[src/rtl/split_txn_pkg.sv]
package split_txn_pkg;

  typedef enum logic [1:0] {
    VERDICT_BCAST_OUT = 2'd0,
    VERDICT_UNSOLIC   = 2'd1,
    VERDICT_ANY_OK    = 2'd2,
    VERDICT_SOLICITED = 2'd3
  } rsp_verdict_e;

  function automatic logic verdict_keeps(input rsp_verdict_e v);
    return (v == VERDICT_ANY_OK) || (v == VERDICT_SOLICITED);
  endfunction

endpackage

[src/rtl/split_countdown.sv]
module split_countdown #(
  parameter int SEC_W         = 3,
  parameter int FRAC_W        = 13,
  parameter int TICKS_PER_SEC = 8000
) (
  input  logic              clk,
  input  logic              rst,
  input  logic              load,
  input  logic [SEC_W-1:0]  load_sec,
  input  logic [FRAC_W-1:0] load_frac,
  input  logic              tick,
  input  logic              stop,
  output logic              running,
  output logic              expire
);

  localparam logic [FRAC_W-1:0] RELOAD = FRAC_W'(TICKS_PER_SEC - 1);

  logic [SEC_W-1:0]  sec_q;
  logic [FRAC_W-1:0] frac_q;
  logic              run_q;
  logic              last_unit;

  // sec_q == 0 while running implies frac_q >= 1 (zero load is never armed)
  assign last_unit = (sec_q == '0) && (frac_q == FRAC_W'(1));
  assign expire    = run_q && tick && !stop && last_unit;
  assign running   = run_q;

  always_ff @(posedge clk) begin
    if (rst) begin
      run_q  <= 1'b0;
      sec_q  <= '0;
      frac_q <= '0;
    end else if (load) begin
      run_q  <= 1'b1;
      sec_q  <= load_sec;
      frac_q <= load_frac;
    end else if (run_q) begin
      if (stop) begin
        run_q <= 1'b0;
      end else if (tick) begin
        if (last_unit) begin
          run_q  <= 1'b0;
          frac_q <= '0;
        end else if (frac_q == '0) begin
          frac_q <= RELOAD;
          sec_q  <= sec_q - SEC_W'(1);
        end else begin
          frac_q <= frac_q - FRAC_W'(1);
        end
      end
    end
  end

endmodule

[src/rtl/rsp_screen.sv]
module rsp_screen
  import split_txn_pkg::*;
#(
  parameter int LABEL_W = 6
) (
  input  logic               running,
  input  logic [LABEL_W-1:0] pend_label,
  input  logic               rsp_valid,
  input  logic [LABEL_W-1:0] rsp_label,
  input  logic               rsp_bcast,
  input  logic               accept_all,
  input  logic               drop_bcast,
  output logic               solicited,
  output logic               keep
);

  rsp_verdict_e verdict;
  logic         label_hit;
  logic         bcast_out;

  assign label_hit = running && (rsp_label == pend_label);
  assign bcast_out = rsp_bcast && drop_bcast;

  always_comb begin
    if (bcast_out)       verdict = VERDICT_BCAST_OUT;
    else if (label_hit)  verdict = VERDICT_SOLICITED;
    else if (accept_all) verdict = VERDICT_ANY_OK;
    else                 verdict = VERDICT_UNSOLIC;
  end

  assign solicited = rsp_valid && (verdict == VERDICT_SOLICITED);
  assign keep      = rsp_valid && verdict_keeps(verdict);

endmodule

[src/rtl/split_txn_guard.sv]
module split_txn_guard #(
  parameter int LABEL_W       = 6,
  parameter int SEC_W         = 3,
  parameter int FRAC_W        = 13,
  parameter int TICKS_PER_SEC = 8000
) (
  input  logic               clk,
  input  logic               rst,
  input  logic               req_sent,
  input  logic [LABEL_W-1:0] req_label,
  input  logic               rsp_valid,
  input  logic [LABEL_W-1:0] rsp_label,
  input  logic               rsp_bcast,
  input  logic               tick,
  input  logic [SEC_W-1:0]   cfg_sec,
  input  logic [FRAC_W-1:0]  cfg_frac,
  input  logic               cfg_accept_all,
  input  logic               cfg_drop_bcast,
  input  logic               irq_en,
  output logic               req_permit,
  output logic               rsp_done,
  output logic               rsp_store,
  output logic               timeout_irq
);

  logic               running;
  logic               expire;
  logic               solicited;
  logic               keep;
  logic               arm;
  logic               nonzero_tmo;
  logic [LABEL_W-1:0] pend_label;

  assign nonzero_tmo = (cfg_sec != '0) || (cfg_frac != '0);
  assign arm         = req_sent && !running && nonzero_tmo;

  split_countdown #(
    .SEC_W        (SEC_W),
    .FRAC_W       (FRAC_W),
    .TICKS_PER_SEC(TICKS_PER_SEC)
  ) u_count (
    .clk      (clk),
    .rst      (rst),
    .load     (arm),
    .load_sec (cfg_sec),
    .load_frac(cfg_frac),
    .tick     (tick),
    .stop     (solicited),
    .running  (running),
    .expire   (expire)
  );

  rsp_screen #(
    .LABEL_W(LABEL_W)
  ) u_screen (
    .running   (running),
    .pend_label(pend_label),
    .rsp_valid (rsp_valid),
    .rsp_label (rsp_label),
    .rsp_bcast (rsp_bcast),
    .accept_all(cfg_accept_all),
    .drop_bcast(cfg_drop_bcast),
    .solicited (solicited),
    .keep      (keep)
  );

  always_ff @(posedge clk) begin
    if (rst) begin
      pend_label  <= '0;
      rsp_done    <= 1'b0;
      rsp_store   <= 1'b0;
      timeout_irq <= 1'b0;
    end else begin
      if (arm) pend_label <= req_label;
      rsp_done    <= rsp_valid;
      rsp_store   <= keep;
      timeout_irq <= expire && irq_en;
    end
  end

  assign req_permit = !running;

endmodule

[config.mk]
export PLATFORM = sky130hd
export DESIGN_NAME = split_txn_guard
export DESIGN_NICKNAME = d
export VERILOG_FILES = /design/src/rtl/split_txn_pkg.sv /design/src/rtl/split_countdown.sv /design/src/rtl/rsp_screen.sv /design/src/rtl/split_txn_guard.sv
export SDC_FILE = /design/constraint.sdc
export NUM_CORES = 1
export LEC_CHECK = 0
export BUFFER_PORTS_ARGS = -buffer_cell sky130_fd_sc_hd__buf_2
export CORE_UTILIZATION = 37
export CTS_CLUSTER_DIAMETER = 120
export DETAILED_ROUTE_END_ITERATION = 6
export SLEW_MARGIN = 20
export SYNTH_ARGS = -nofsm -noshare
export SYNTH_HDL_FRONTEND = slang
export SYNTH_SLANG_ARGS = --single-unit
[constraint.sdc]
create_clock -name clk -period 2.95 [get_ports clk]
set_input_delay 0.59 -clock clk [delete_from_list [all_inputs] [get_ports clk]]
set_output_delay 0.59 -clock clk [all_outputs]
set_load 0.05 [all_outputs]
# ---- Word-level counts from Yosys, hierarchy flattened
# Cells that the tools add are included.
dict set report classes {
  n_eq_ne 6
  reduce_logical 24
  n_mux 20
  addsub 2
}
# operator n
set op_table {}
lappend op_table {{13-bit 2-to-1 mux} 6}
lappend op_table {{3-bit 2-to-1 mux} 6}
lappend op_table {{13-bit by 1-bit equality test with 1-bit output (second input constant)} 1}
lappend op_table {{13-bit logical NOT} 1}
lappend op_table {{13-bit nonzero test} 1}
lappend op_table {{13-bit by 1-bit subtractor with 13-bit output (second input constant)} 1}
lappend op_table {{1-bit logical AND} 11}
lappend op_table {{6-bit equality test} 1}
lappend op_table {{2-bit 2-to-1 mux} 3}
lappend op_table {{2-bit nonzero test} 3}
lappend op_table {{1-bit 2-to-1 mux} 5}
lappend op_table {{5-bit AND reduction} 1}
lappend op_table {{2-bit equality test (second input constant)} 2}
lappend op_table {{2-bit != test (second input constant)} 2}
lappend op_table {{3-bit logical NOT} 1}
lappend op_table {{3-bit AND reduction} 1}
lappend op_table {{3-bit nonzero test} 1}
lappend op_table {{3-bit by 1-bit subtractor with 3-bit output (second input constant)} 1}
lappend op_table {{1-bit logical NOT} 2}
lappend op_table {{1-bit logical OR} 2}
dict set report totals {
  in_bits 37
  regBits 26
  word_cells 59
  output_inout_bits 4
}

# ---- Depth between registers and ports, before layout
# Gate-level depths: netlist of run 1.
dict set report depth {
  depth_word 10
  depth_mapped 7
}

# ---- Modules after synthesis
# A second synthesis of run 1 with hierarchy kept.
dict set report unflattened {
  cells_unflattened 194
  hier_area_um2 1696.6
}
# mod area_per_inst_um2 instances cells_per_inst
set modules_own_cells {}
lappend modules_own_cells {split_countdown 1159.9 1 143}
lappend modules_own_cells {split_txn_guard 444.2 1 39}
lappend modules_own_cells {rsp_screen 92.6 1 12}

# ---- Worst setup path before layout of run 1
# Ideal clock, no wire load.
dict set report synth_path {
  path_kind {in2reg}
  from {input cfg_frac[0]}
  to {register u_count.sec_q[2]}
  arrival_time_ps 2069
  path_slack_ps 749
  stages 5
  n_path_buf 0
  cell_sequence {or4_4 -> o41ai_4 -> and2_0 -> and4_1 -> nor4_2}
}
dict set report synth_via {
  elab_chain_cells 5
}
# item line
set synth_rtl {}
lappend synth_rtl {{start: declaration} split_txn_guard.sv:16} ;# input logic [FRAC_W-1:0] cfg_frac,
lappend synth_rtl {{13-bit nonzero test *} split_txn_guard.sv:34} ;# assign nonzero_tmo = (cfg_sec != '0) || (cfg_frac != '0);
lappend synth_rtl {{1-bit logical OR *} split_txn_guard.sv:34}
lappend synth_rtl {{1-bit logical AND *} split_txn_guard.sv:35} ;# assign arm = req_sent && !running && nonzero_tmo;
lappend synth_rtl {{2-bit != test (no line) or 2-bit nonzero test (tied branches)} --}
lappend synth_rtl {{5-bit AND reduction (no line)} --}
lappend synth_rtl {{end signal: assignment} split_countdown.sv:36} ;# sec_q <= load_sec;
lappend synth_rtl {{end signal: assignment} split_countdown.sv:47} ;# sec_q <= sec_q - SEC_W'(1);
lappend synth_rtl {{end: declaration} split_countdown.sv:19} ;# logic [SEC_W-1:0] sec_q;
# Mark *: on every way between the ends. The rest lies on a longest branch, timed or not.
# A chain may end at the register's enable or synchronous reset.

# ---- Worst setup path in the final report of run 1
dict set report layout_path {
  from {input cfg_frac[0]}
  to {register u_count.frac_q[6]}
}
dict set report layout_via {
  elab_chain_cells 5
}
# item line
set layout_rtl {}
lappend layout_rtl {{13-bit nonzero test *} split_txn_guard.sv:34}
lappend layout_rtl {{1-bit logical OR *} split_txn_guard.sv:34}
lappend layout_rtl {{1-bit logical AND *} split_txn_guard.sv:35}
lappend layout_rtl {{2-bit != test (no line) or 2-bit nonzero test (tied branches)} --}
lappend layout_rtl {{3-bit AND reduction (no line)} --}
lappend layout_rtl {{end signal: assignment} split_countdown.sv:37} ;# frac_q <= load_frac;
lappend layout_rtl {{end signal: assignment} split_countdown.sv:49} ;# frac_q <= frac_q - FRAC_W'(1);
lappend layout_rtl {{end: declaration} split_countdown.sv:20} ;# logic [FRAC_W-1:0] frac_q;
# Marks and branches as above.

==> results of run 1 <==
==> per-layer routing <==
layer	GRT usage	vias up	share of wire
met2	0.3039	38	0.47
met3	0.02000	5	0.044
met1	0.2897	757	0.48
met4	0.06510	0	0.013
li1	-	802	-
met5	0	-	0
==> registers in the layout, indices dropped and copies added, names as in the netlist <==
register and cells:
timeout_irq 1, u_count.running 1, u_count.frac_q 13, rsp_done 1, rsp_store 1, u_count.sec_q 3, pend_label 6
==> cell type report <==
type / instances / area [µm²] / area share
Tap cell: 50 / 62.56 / 0.03215
Sequential cell: 26 / 520.5 / 0.2675
Clock buffer: 3 / 41.29 / 0.02122
Timing Repair Buffer: 45 / 237.7 / 0.1222
Inverter: 7 / 26.28 / 0.01350
Clock inverter: 1 / 30.03 / 0.01543
Multi-Input combinational cell: 149 / 1027 / 0.5280
==> worst max-delay path, cell delays in order <==
cell	delay [ps]
buf_2	100
or4_4	550
o41a_1	630
and2_1	240
a31oi_1	130
o32ai_1	100
==> through the flow <==
| stage | std cells | utilization |
|---|---|---|
| global route | 281 | 0.4728 |
| CTS | 281 | 0.4728 |
| global placement | 277 | 0.4555 |
| floorplan | 191 | - |
| detailed placement | 277 | 0.4555 |
| finish | 281 | 0.4728 |
==> Yosys cell counts, drive strengths merged, types with 3 or more instances <==
master   n
or3      3
inv      7
o32ai    3
nand2   23
o41ai    4
and2     7
or4      7
o22ai    3
xor2     8
nor3     5
a31oi    7
ha       4
nor4     5
nor2    15
o21ai    4
clkbuf   6
nand3    5
a21oi   12
buf      3
a311oi   6
dfxtp   26
==> cell families (layout without fill, tap and decap cells) <==
group,Yosys count,count (layout),synth area share
and+or+nand+nor,84,84,0.2881
AOI/OAI and AO/OA,51,51,0.2596
DFF,26,26,0.3205
buffers and inverters,16,56,0.04699
xor gates and xnor gates,10,10,0.05393
adders and majority gates,4,4,0.03082
==> power by group <==
group / total [mW] / switching [mW] / internal (mW)
logic: 0.261 / 0.150 / 0.112
registers: 0.410 / 0.0307 / 0.379
clock network: 0.308 / 0.126 / 0.182
==> worst min path at each step <==
stage | start | endpoint | slack (ps) | cells after the start
after detailed placement | pend_label[2] | pend_label[2] | 460 | 2
after floorplan | pend_label[0] | pend_label[0] | 450 | 2
final | pend_label[2] | pend_label[2] | 470 | 2
after CTS | pend_label[2] | pend_label[2] | 480 | 2
after global placement | pend_label[1] | pend_label[1] | 460 | 2
after global routing | pend_label[0] | pend_label[0] | 500 | 2
==> qor.yml, run 1 <==
timing:
  worstMarginPinSlew_ps: 606.8
  finalClockSkew_ps: 1.711
  timing.hold.ws_ps: 472.2
  finalCritPeriodShare: 0.7540
  relSlewSlack: 0.5955
  fmaxAchievable_ghz: 0.4496
  setup_slack_ps: 725.7
  rsz0062_at_grt: "false"
  drv_slew: 0
  tns_ps: 0
  hold_violations: 0
  period_needed_ps: 2224
  setup_viol: 0
place:
  pre_cts_ws_ps: 422.3
  io_buffers: 40
  dpl_cell_area_mm2: 0.001874
  place.gp.congestion: 0.8177
  dp_hpwl_um: 3131
grt:
  antenna_found_initial: 0
  grt_pass1_wl_um: 6893
  grt_max_degree: 30
  grt_overflow: 0
  track_usage: 0.1998
  grt_pass1_vias: 1388
clocking:
  ctsHoldBuffers: 0
  cts_buffers: 3
  post_cts_resized: 0
  cts_htree_levels: 1
  cts_tree: "done"
  clock_latency_ps: 280
  cts.sinks: 26
  clk_pin_slew_worst_paths_ps: 100
  cts.path.max_buffers: 2
  root_buffer: "clkbuf_8"
  postCtsSetupBuffers: 0
detailed_routing:
  drt_iter0_markers: 96
  drt-pass1-iter-count: 4
  totalWireLength_um: 4239
  vias: 1602
  drt-wirelength-per-cell_um: 15.09
  route.detailed.drc: 0
  postRouteAntennaNets: 0
  avgViaCountPerCell: 5.701
final_layout:
  nets: 273
  num-fill-cells: 430
  final_cell_mix: "buf_2, dfxtp_1, nand2_1"
  n_antenna_cell: 0
  drive_gt1_frac: 0.2727
  area_growth_pct: 19.80
  final_common_cell: "buf_2"
  stdcell_area_mm2: 0.001946
floorplanning:
  ios: 41
  start_util: 0.3946
  fp.dieArea_mm2: 0.004658
  die_w_um: 68.25
  rows: 23
  core_mm2: 0.004115
  die_h_um: 68.25
logic_synthesis:
  synth.distinct_cells: 49
  synth_edf_count: 0
  yosys.area.top_type_share: 0.3205
  avgSynthCellArea_um2: 8.503
  synth_top_cell_by_area: "dfxtp_1"
  ys_warn_count: 0
  synth_cells: 191
  syn-num-nets: 232
  synth_flop_cell: "dfxtp_1"
  yosysSeqAreaShare: 0.3205
  syn-cell-area_mm2: 0.001624
  async_flop_share: 0
  synth_area_leaders: "dfxtp_1, nand2_1, a311oi_2, xor2_1, a21oi_1"
  ys_ff_latch: 26
worst_setup_path:
  reg2reg_slack_ps: 850
  reg2reg_to: "u_count.frac_q[4]"
  required_ps: 3090
  endpoint: "u_count.frac_q[6]"
  r2r-start: "pend_label[5]"
  worst_ep_arrival_time_ps: 2360
  worstPathMaxFanout: 13
  crit_path_end_kind: "register"
  rr_worst_depth: 5
  cp-start-kind: "primary input"
  startpoint: "cfg_frac[0]"
  critPathKind: "primary input to register"
min_path:
  hp-class: "register to register"
pwr:
  power_mw: 0.9788
  power_density_mw_per_mm2: 503.1
  peakVddDrop_mv: 0.1920
  power.leakage_nw: 0.7907
status:
  status: "completed"
flow_run:
  cap_violations: 0
(Power assumes the default switching activity.)
==> run 2: changes to the inputs <==
==> constraint.sdc (replaced) <==
create_clock -name clk -period 2 [get_ports clk]
set_input_delay 0.4 -clock clk [delete_from_list [all_inputs] [get_ports clk]]
set_output_delay 0.4 -clock clk [all_outputs]
set_load 0.05 [all_outputs]
==> run 2 against run 1 <==
Compared with the run above:
- die area unchanged
- sequential cell count unchanged
- global-route usage increased by 2.2 points
- design area increased by 19%
- largest power group unchanged
- highest routed layer unchanged
==> qor.yml, run 2 (synthesis gave the netlist of run 1 again) <==
clocking:
  cts_tree: "done"
  cts.path.max_buffers: 2  # unchanged
  clk_pin_slew_worst_paths_ps: 100  # about the same
  cts_buffers: 3  # unchanged
  cts.sinks: 26  # unchanged
  cts_htree_levels: 1  # unchanged
  root_buffer: "clkbuf_8"
  clock_latency_ps: 280  # about the same
detailed_routing:
  avgViaCountPerCell: 5.406  # -5.2%
  route.detailed.drc: 0  # unchanged
  drt_iter0_markers: 103  # +7.3%
  vias: 1757  # +9.7%
  drt-pass1-iter-count: 4  # unchanged
  totalWireLength_um: 4653  # +9.8%
  drt-wirelength-per-cell_um: 14.32  # -5.1%
  postRouteAntennaNets: 0  # unchanged
timing:
  setup_slack_ps: 39.25  # -686.4 ps
  drv_slew: 0  # unchanged
  finalClockSkew_ps: 7.510  # +5.799 ps
  worstMarginPinSlew_ps: 480.4  # -126.4 ps
  timing.hold.ws_ps: 338.3  # -133.9 ps
  finalCritPeriodShare: 0.9804
  tns_ps: 0  # unchanged
  fmaxAchievable_ghz: 0.5100
  rsz0062_at_grt: "false"
  setup_viol: 0  # unchanged
  period_needed_ps: 1961
  hold_violations: 0  # unchanged
  relSlewSlack: 0.6773  # +0.08182
min_path:
  hp-class: "primary input to register"
  worstHoldPathCells: 2  # unchanged
pwr:
  power_density_mw_per_mm2: 661.5  # +31%
  power_mw: 1.538  # +57%
  peakVddDrop_mv: 0.2987  # +56%
  power.leakage_nw: 1.018  # +29%
worst_setup_path:
  critPathKind: "primary input to register"
  cpPeakStageDelay_ps: 600  # -30 ps
  required_ps: 2150  # -940 ps
  worstPathMaxFanout: 6  # -7
  rr_worst_depth: 6  # +1
  worst_ep_arrival_time_ps: 2110  # -250 ps
  cp-start-kind: "primary input"
  crit_path_end_kind: "register"
  cpMaxStageDelayCell: "or4_1"
  path_cells: "buf_2 > or4_1 > o41a_1 > buf_4 > and2_1 > a31oi_1 > o32ai_1"
grt:
  track_usage: 0.2217  # +0.02189
  grt_overflow: 0  # unchanged
  grt_max_degree: 29  # -3.3%
  grt_pass1_vias: 1610  # +16%
  antenna_found_initial: 0  # unchanged
  grt_pass1_wl_um: 7631  # +11%
place:
  pre_cts_ws_ps: -328.0  # -750.3 ps
  dp_hpwl_um: 3445  # +10%
  dpl_cell_area_mm2: 0.002186  # +17%
  place.gp.congestion: 0.9029  # +10%
  io_buffers: 40  # unchanged
final_layout:
  area_growth_pct: 43.14
  num-fill-cells: 394  # -8.4%
  largest_reg_flops: 13  # unchanged
  final_common_cell: "buf_4"
  drive_gt1_frac: 0.4182  # +0.1455
  top_regs: "u_count.frac_q: 13 flops, pend_label: 6 flops, u_count.sec_q: 3 flops"
  stdcell_area_mm2: 0.002325  # +19%
  n_antenna_cell: 0  # unchanged
  regMostFlops: "u_count.frac_q"
  final_cell_mix: "buf_4, buf_2, dfxtp_1"
  nets: 317  # +16%
floorplanning:
  die_h_um: 68.25  # unchanged
  rows: 23  # unchanged
  start_util: 0.3946  # unchanged
  fp.dieArea_mm2: 0.004658  # unchanged
  core_mm2: 0.004115  # unchanged
  die_w_um: 68.25  # unchanged
  ios: 41  # unchanged
flow_run:
  cap_violations: 0  # unchanged
status:
  status: "completed"
==> run 2: layout make-up <==
class / instances / area [µm²] / share of cell area
clock buffer: 3 / 41.29 / 0.01776
clock inverter: 1 / 30.03 / 0.01292
inverter: 7 / 26.28 / 0.01130
multi-input combinational: 149 / 1061 / 0.4564
sequential: 26 / 521.8 / 0.2244
tap: 50 / 62.56 / 0.02691
timing repair buffer: 89 / 581.8 / 0.2503
==> run 2: report_power, final <==
| group | switching, mW | total [mW] | internal, mW |
|---|---|---|---|
| Sequential | 0.0412 | 0.601 | 0.560 |
| Combinational | 0.250 | 0.494 | 0.245 |
| Clock | 0.175 | 0.443 | 0.268 |
| Total | 0.465 | 1.54 | 1.07 |
==> run 2: metal layers <==
metal  wire [µm]  track usage  vias up
met1        2290       0.3098      816
met5           0            0        -
met2        2099       0.3444       48
met4          70      0.08073        0
met3         193      0.02667        5
li1            -            -      888
==> run 2: per-stage QoR <==
step,instances,utilization
2_1_floorplan,191,-
3_5_place_dp,318,0.5312
4_1_cts,324,0.5521
6_report,325,0.5649
3_3_place_gp,318,0.5312
5_1_grt,325,0.5649
==> run 2: worst max-delay path, delay by kind of cell <==
kind | cells | cell delay (ps)
simple gates | 2 | 750
buf+inv | 2 | 270
compound gates | 3 | 680
==> run 2: final timing paths <==
| kind | start | endpoint | slack, ps |
|---|---|---|---|
| worst max-delay path | cfg_frac[8] | u_count.frac_q[3] | 40 |
| worst min-delay path | irq_en | timeout_irq | 340 |
| worst max register to register | u_count.frac_q[0] | u_count.frac_q[4] | 110 |
| worst min register to register | pend_label[1] | pend_label[1] | 470 |
==> run 2: what timing repair did <==
item	CTS	global route
pin swaps	1	3
endpoints found under the setup margin	4	13
hold buffers	0	0
endpoints found under the hold margin	0	0
gates resized for setup	0	10
setup buffers	2	1
==> run 3: changes to the inputs <==
--- a/config.mk
+++ b/config.mk
@@ -6,10 +6,12 @@
 export NUM_CORES = 1
 export LEC_CHECK = 0
 export BUFFER_PORTS_ARGS = -buffer_cell sky130_fd_sc_hd__buf_2
-export CORE_UTILIZATION = 37
+export CORE_UTILIZATION = 48
 export CTS_CLUSTER_DIAMETER = 120
 export DETAILED_ROUTE_END_ITERATION = 6
+export PLACE_DENSITY = 0.76
 export SLEW_MARGIN = 20
 export SYNTH_ARGS = -nofsm -noshare
 export SYNTH_HDL_FRONTEND = slang
+export SYNTH_HIERARCHICAL = 1
 export SYNTH_SLANG_ARGS = --single-unit
==> run 3 against run 2 <==
Compared with the run above:
- the run now ends with negative setup slack left
- sequential power down 2%
- non-clock buffer count shrank 10
- critical path type is now register to register
- highest routed layer unchanged
- largest power group unchanged
- first-iteration DRC count rose by 6.8%
- fmax decreased by 4.2%
- power down 8.6%
- cell count fell by 4.0%
- register-to-register slack worse by 160 ps
- critical path depth shrank 1
- die area is 19% lower
==> qor.yml, run 3 <==
worst_setup_path:
  worstPathMaxFanout: 4  # -2
  cpMaxStageDelayCell: "or4_4"
  cpPeakStageDelay_ps: 560  # -40 ps
  worst_ep_arrival_time_ps: 2290  # +180 ps
  required_ps: 2240  # +90 ps
  critPathTopFamily: "simple AND/OR/NAND/NOR gates"
  critPathKind: "register to register"
  crit_buf_inv: 1  # -1
  cp-start-kind: "register"
  path_cells: "or4_4 > buf_6 > nor4_4 > nand4_1 > xor2_1 > a211oi_2"
  crit_path_end_kind: "register"
floorplanning:
  die_w_um: 61.45  # -10%
  ios: 41  # unchanged
  die_h_um: 61.45  # -10%
  start_util: 0.5045  # +0.1098
  rows: 21  # -8.7%
  core_mm2: 0.003363  # -18%
  fp.dieArea_mm2: 0.003776  # -19%
logic_synthesis:
  synth_most_common_cell: "dfxtp_1"
  async_flop_share: 0  # unchanged
  ys_warn_count: 6  # +6
  synth_cells: 194  # +1.6%
  yosysSeqAreaShare: 0.3068  # -0.01371
  synth_area_leaders: "dfxtp_1, nor4_4, nand2b_1, mux2i_1, a21oi_1"
  syn-num-nets: 235  # +1.3%
  syn-cell-area_mm2: 0.001697  # +4.5%
  avgSynthCellArea_um2: 8.746  # +2.9%
  synth_top_cell_by_area: "dfxtp_1"
  ys_top_cells_by_count: "dfxtp_1, nor2_1, a21oi_1, nand2b_1, o21ai_0"
  synth_flop_cell: "dfxtp_1"
  synth.distinct_cells: 53  # +8.2%
  synth_edf_count: 0  # unchanged
  yosys.area.top_type_share: 0.3068  # -0.01371
  ys_ff_latch: 26  # unchanged
timing:
  period_needed_ps: 2046  # +85.49 ps
  setup_slack_ps: -46.24  # -85.49 ps
  drv_slew: 0  # unchanged
  finalClockSkew_ps: 16.04  # +8.534 ps
  relSlewSlack: 0.6939  # +0.01659
  finalCritPeriodShare: 1.023  # +0.04274
  worstMarginPinSlew_ps: 459.2  # -21.19 ps
  setup_viol: 5  # +5
  fmaxAchievable_ghz: 0.4887  # -4.2%
  rsz0062_at_grt: "true"
  hold_violations: 0  # unchanged
grt:
  grt_pass1_vias: 1549  # -3.8%
  track_usage: 0.2466  # +0.02493
  grt_max_degree: 29  # unchanged
  grt_overflow: 0  # unchanged
  grt_pass1_wl_um: 6955  # -8.9%
  antenna_found_initial: 0  # unchanged
detailed_routing:
  postRouteAntennaNets: 0  # unchanged
  totalWireLength_um: 4497  # -3.4%
  drt-pass1-iter-count: 4  # unchanged
  route.detailed.drc: 0  # unchanged
  drt_iter0_markers: 110  # +6.8%
  drt-wirelength-per-cell_um: 14.41  # +0.67%
  vias: 1775  # +1.0%
  avgViaCountPerCell: 5.689  # +5.2%
status:
  violations: "negative setup slack"
  status: "complete, but fails checks"
final_layout:
  n_antenna_cell: 0  # unchanged
  drive_gt1_frac: 0.4211  # +0.002871
  final_common_cell: "buf_2"
  final_cell_mix: "buf_2, buf_4, dfxtp_1"
  stdcell_area_mm2: 0.002296  # -1.2%
  nets: 309  # -2.5%
  area_growth_pct: 35.32
  multiInputGateArea_mm2: 0.001165  # +9.8%
  largest_reg_flops: 13  # unchanged
  regArea_um2: 524.3  # +0.48%
  top_regs: "u_count/frac_q: 13 flops, pend_label: 6 flops, u_count/sec_q: 3 flops"
  num-fill-cells: 300  # -24%
  regMostFlops: "u_count/frac_q"
clocking:
  clock_latency_ps: 320  # +40 ps
  cts.path.max_buffers: 2  # unchanged
  cts_htree_levels: 1  # unchanged
  root_buffer: "clkbuf_4"
  cts_tree: "done"
  cts_buffers: 3  # unchanged
  cts.sinks: 26  # unchanged
  clk_pin_slew_worst_paths_ps: 150  # +50 ps
pwr:
  pwr-share-seq: 0.420  # +0.029
  power_switching_mw: 0.4882  # +4.9%
  power_density_mw_per_mm2: 611.9  # -7.5%
  clock_power_share: 0.160  # -0.128
  internal-power_mw: 0.9168  # -15%
  comb_power_share: 0.420  # +0.099
  peakVddDrop_mv: 0.4684  # +57%
  power.leakage_nw: 0.9398  # -7.7%
  switching_share: 0.3475  # +0.04482
min_path:
  hp-class: "primary input to register"
flow_run:
  cap_violations: 0  # unchanged
place:
  io_buffers: 40  # unchanged
  place.gp.congestion: 0.9766  # +8.2%
  dpl_cell_area_mm2: 0.002202  # +0.74%
  pre_cts_ws_ps: -136.3  # +191.8 ps
  dp_hpwl_um: 3348  # -2.8%
[run 3: per-layer routing]
metal  track usage  vias to the layer above  wire length (µm)
met3       0.03571                       10               339
met1        0.3529                      820              1954
li1              -                      865                 -
met2        0.3758                       80              2111
met5             0                        -                 0
met4       0.09206                        0                92
[run 3: cell families (layout without fill, tap and decap cells)]
family / Yosys count / count (layout) / synth area share
AND/OR/NAND/NOR: 81 / 81 / 0.3149
AO/OA/AOI/OAI: 48 / 48 / 0.2065
flip-flops: 26 / 26 / 0.3068
buffers and inverters: 17 / 89 / 0.04352
XOR/XNOR: 10 / 10 / 0.05162
multiplexers: 8 / 8 / 0.04720
adder cells (fa/ha/maj): 4 / 4 / 0.02950
[run 3: area by class of cell]
| type | instances | share of cell area |
|---|---|---|
| Sequential cell | 26 | 0.2283 |
| Timing Repair Buffer | 79 | 0.2180 |
| Tap cell | 46 | 0.02507 |
| Clock buffer | 3 | 0.009809 |
| Multi-Input combinational cell | 151 | 0.5074 |
| Inverter | 7 | 0.01144 |
[run 3: through the flow]
step / total power, mW / instances / util / hold slack [ps] / setup TNS [ps]
after floorplan: 0.9374 / 194 / - / 460.6 / 0
after global placement: 1.131 / 307 / 0.6548 / 471.2 / -87.85
after detailed placement: 1.136 / 307 / 0.6548 / 477.2 / -169.8
after CTS: 1.363 / 310 / 0.6626 / 275.2 / 0
after global routing: 1.487 / 312 / 0.6827 / 282.1 / -667.9
final: 1.405 / 312 / 0.6827 / 283.9 / -124.4
[run 3: worst paths after layout]
path                            to              start  slack, ps  cells after the start
hold / removal         timeout_irq             irq_en        280                      3
setup / recovery  u_count/sec_q[2]  u_count/frac_q[5]        -50                      6
hold reg to reg      pend_label[5]      pend_label[5]        500                      2
setup reg to reg  u_count/sec_q[2]  u_count/frac_q[5]        -50                      6
[run 3: worst min-delay path, stage by stage]
cell and delay [ps]:
buf_2 90, nand2_1 40, nor2_1 30
[run 3: power groups by stage]
stage                     registers (mW)  logic, mW  clock network (mW)
after global placement             0.598      0.533                   0
after floorplan                    0.613      0.324                   0
after detailed placement           0.599      0.537                   0
after global routing               0.595      0.644               0.249
final                              0.590      0.590               0.225
after CTS                          0.589      0.545               0.229
[run 3: repair_timing]
action | 4_1_cts | 5_1_grt
hold buffers | 0 | 0
pin swaps | 1 | 8
cloned | 0 | 0
endpoints found under the setup margin | 4 | 8
buffers inserted | 0 | 2
gates resized for setup | 1 | 11
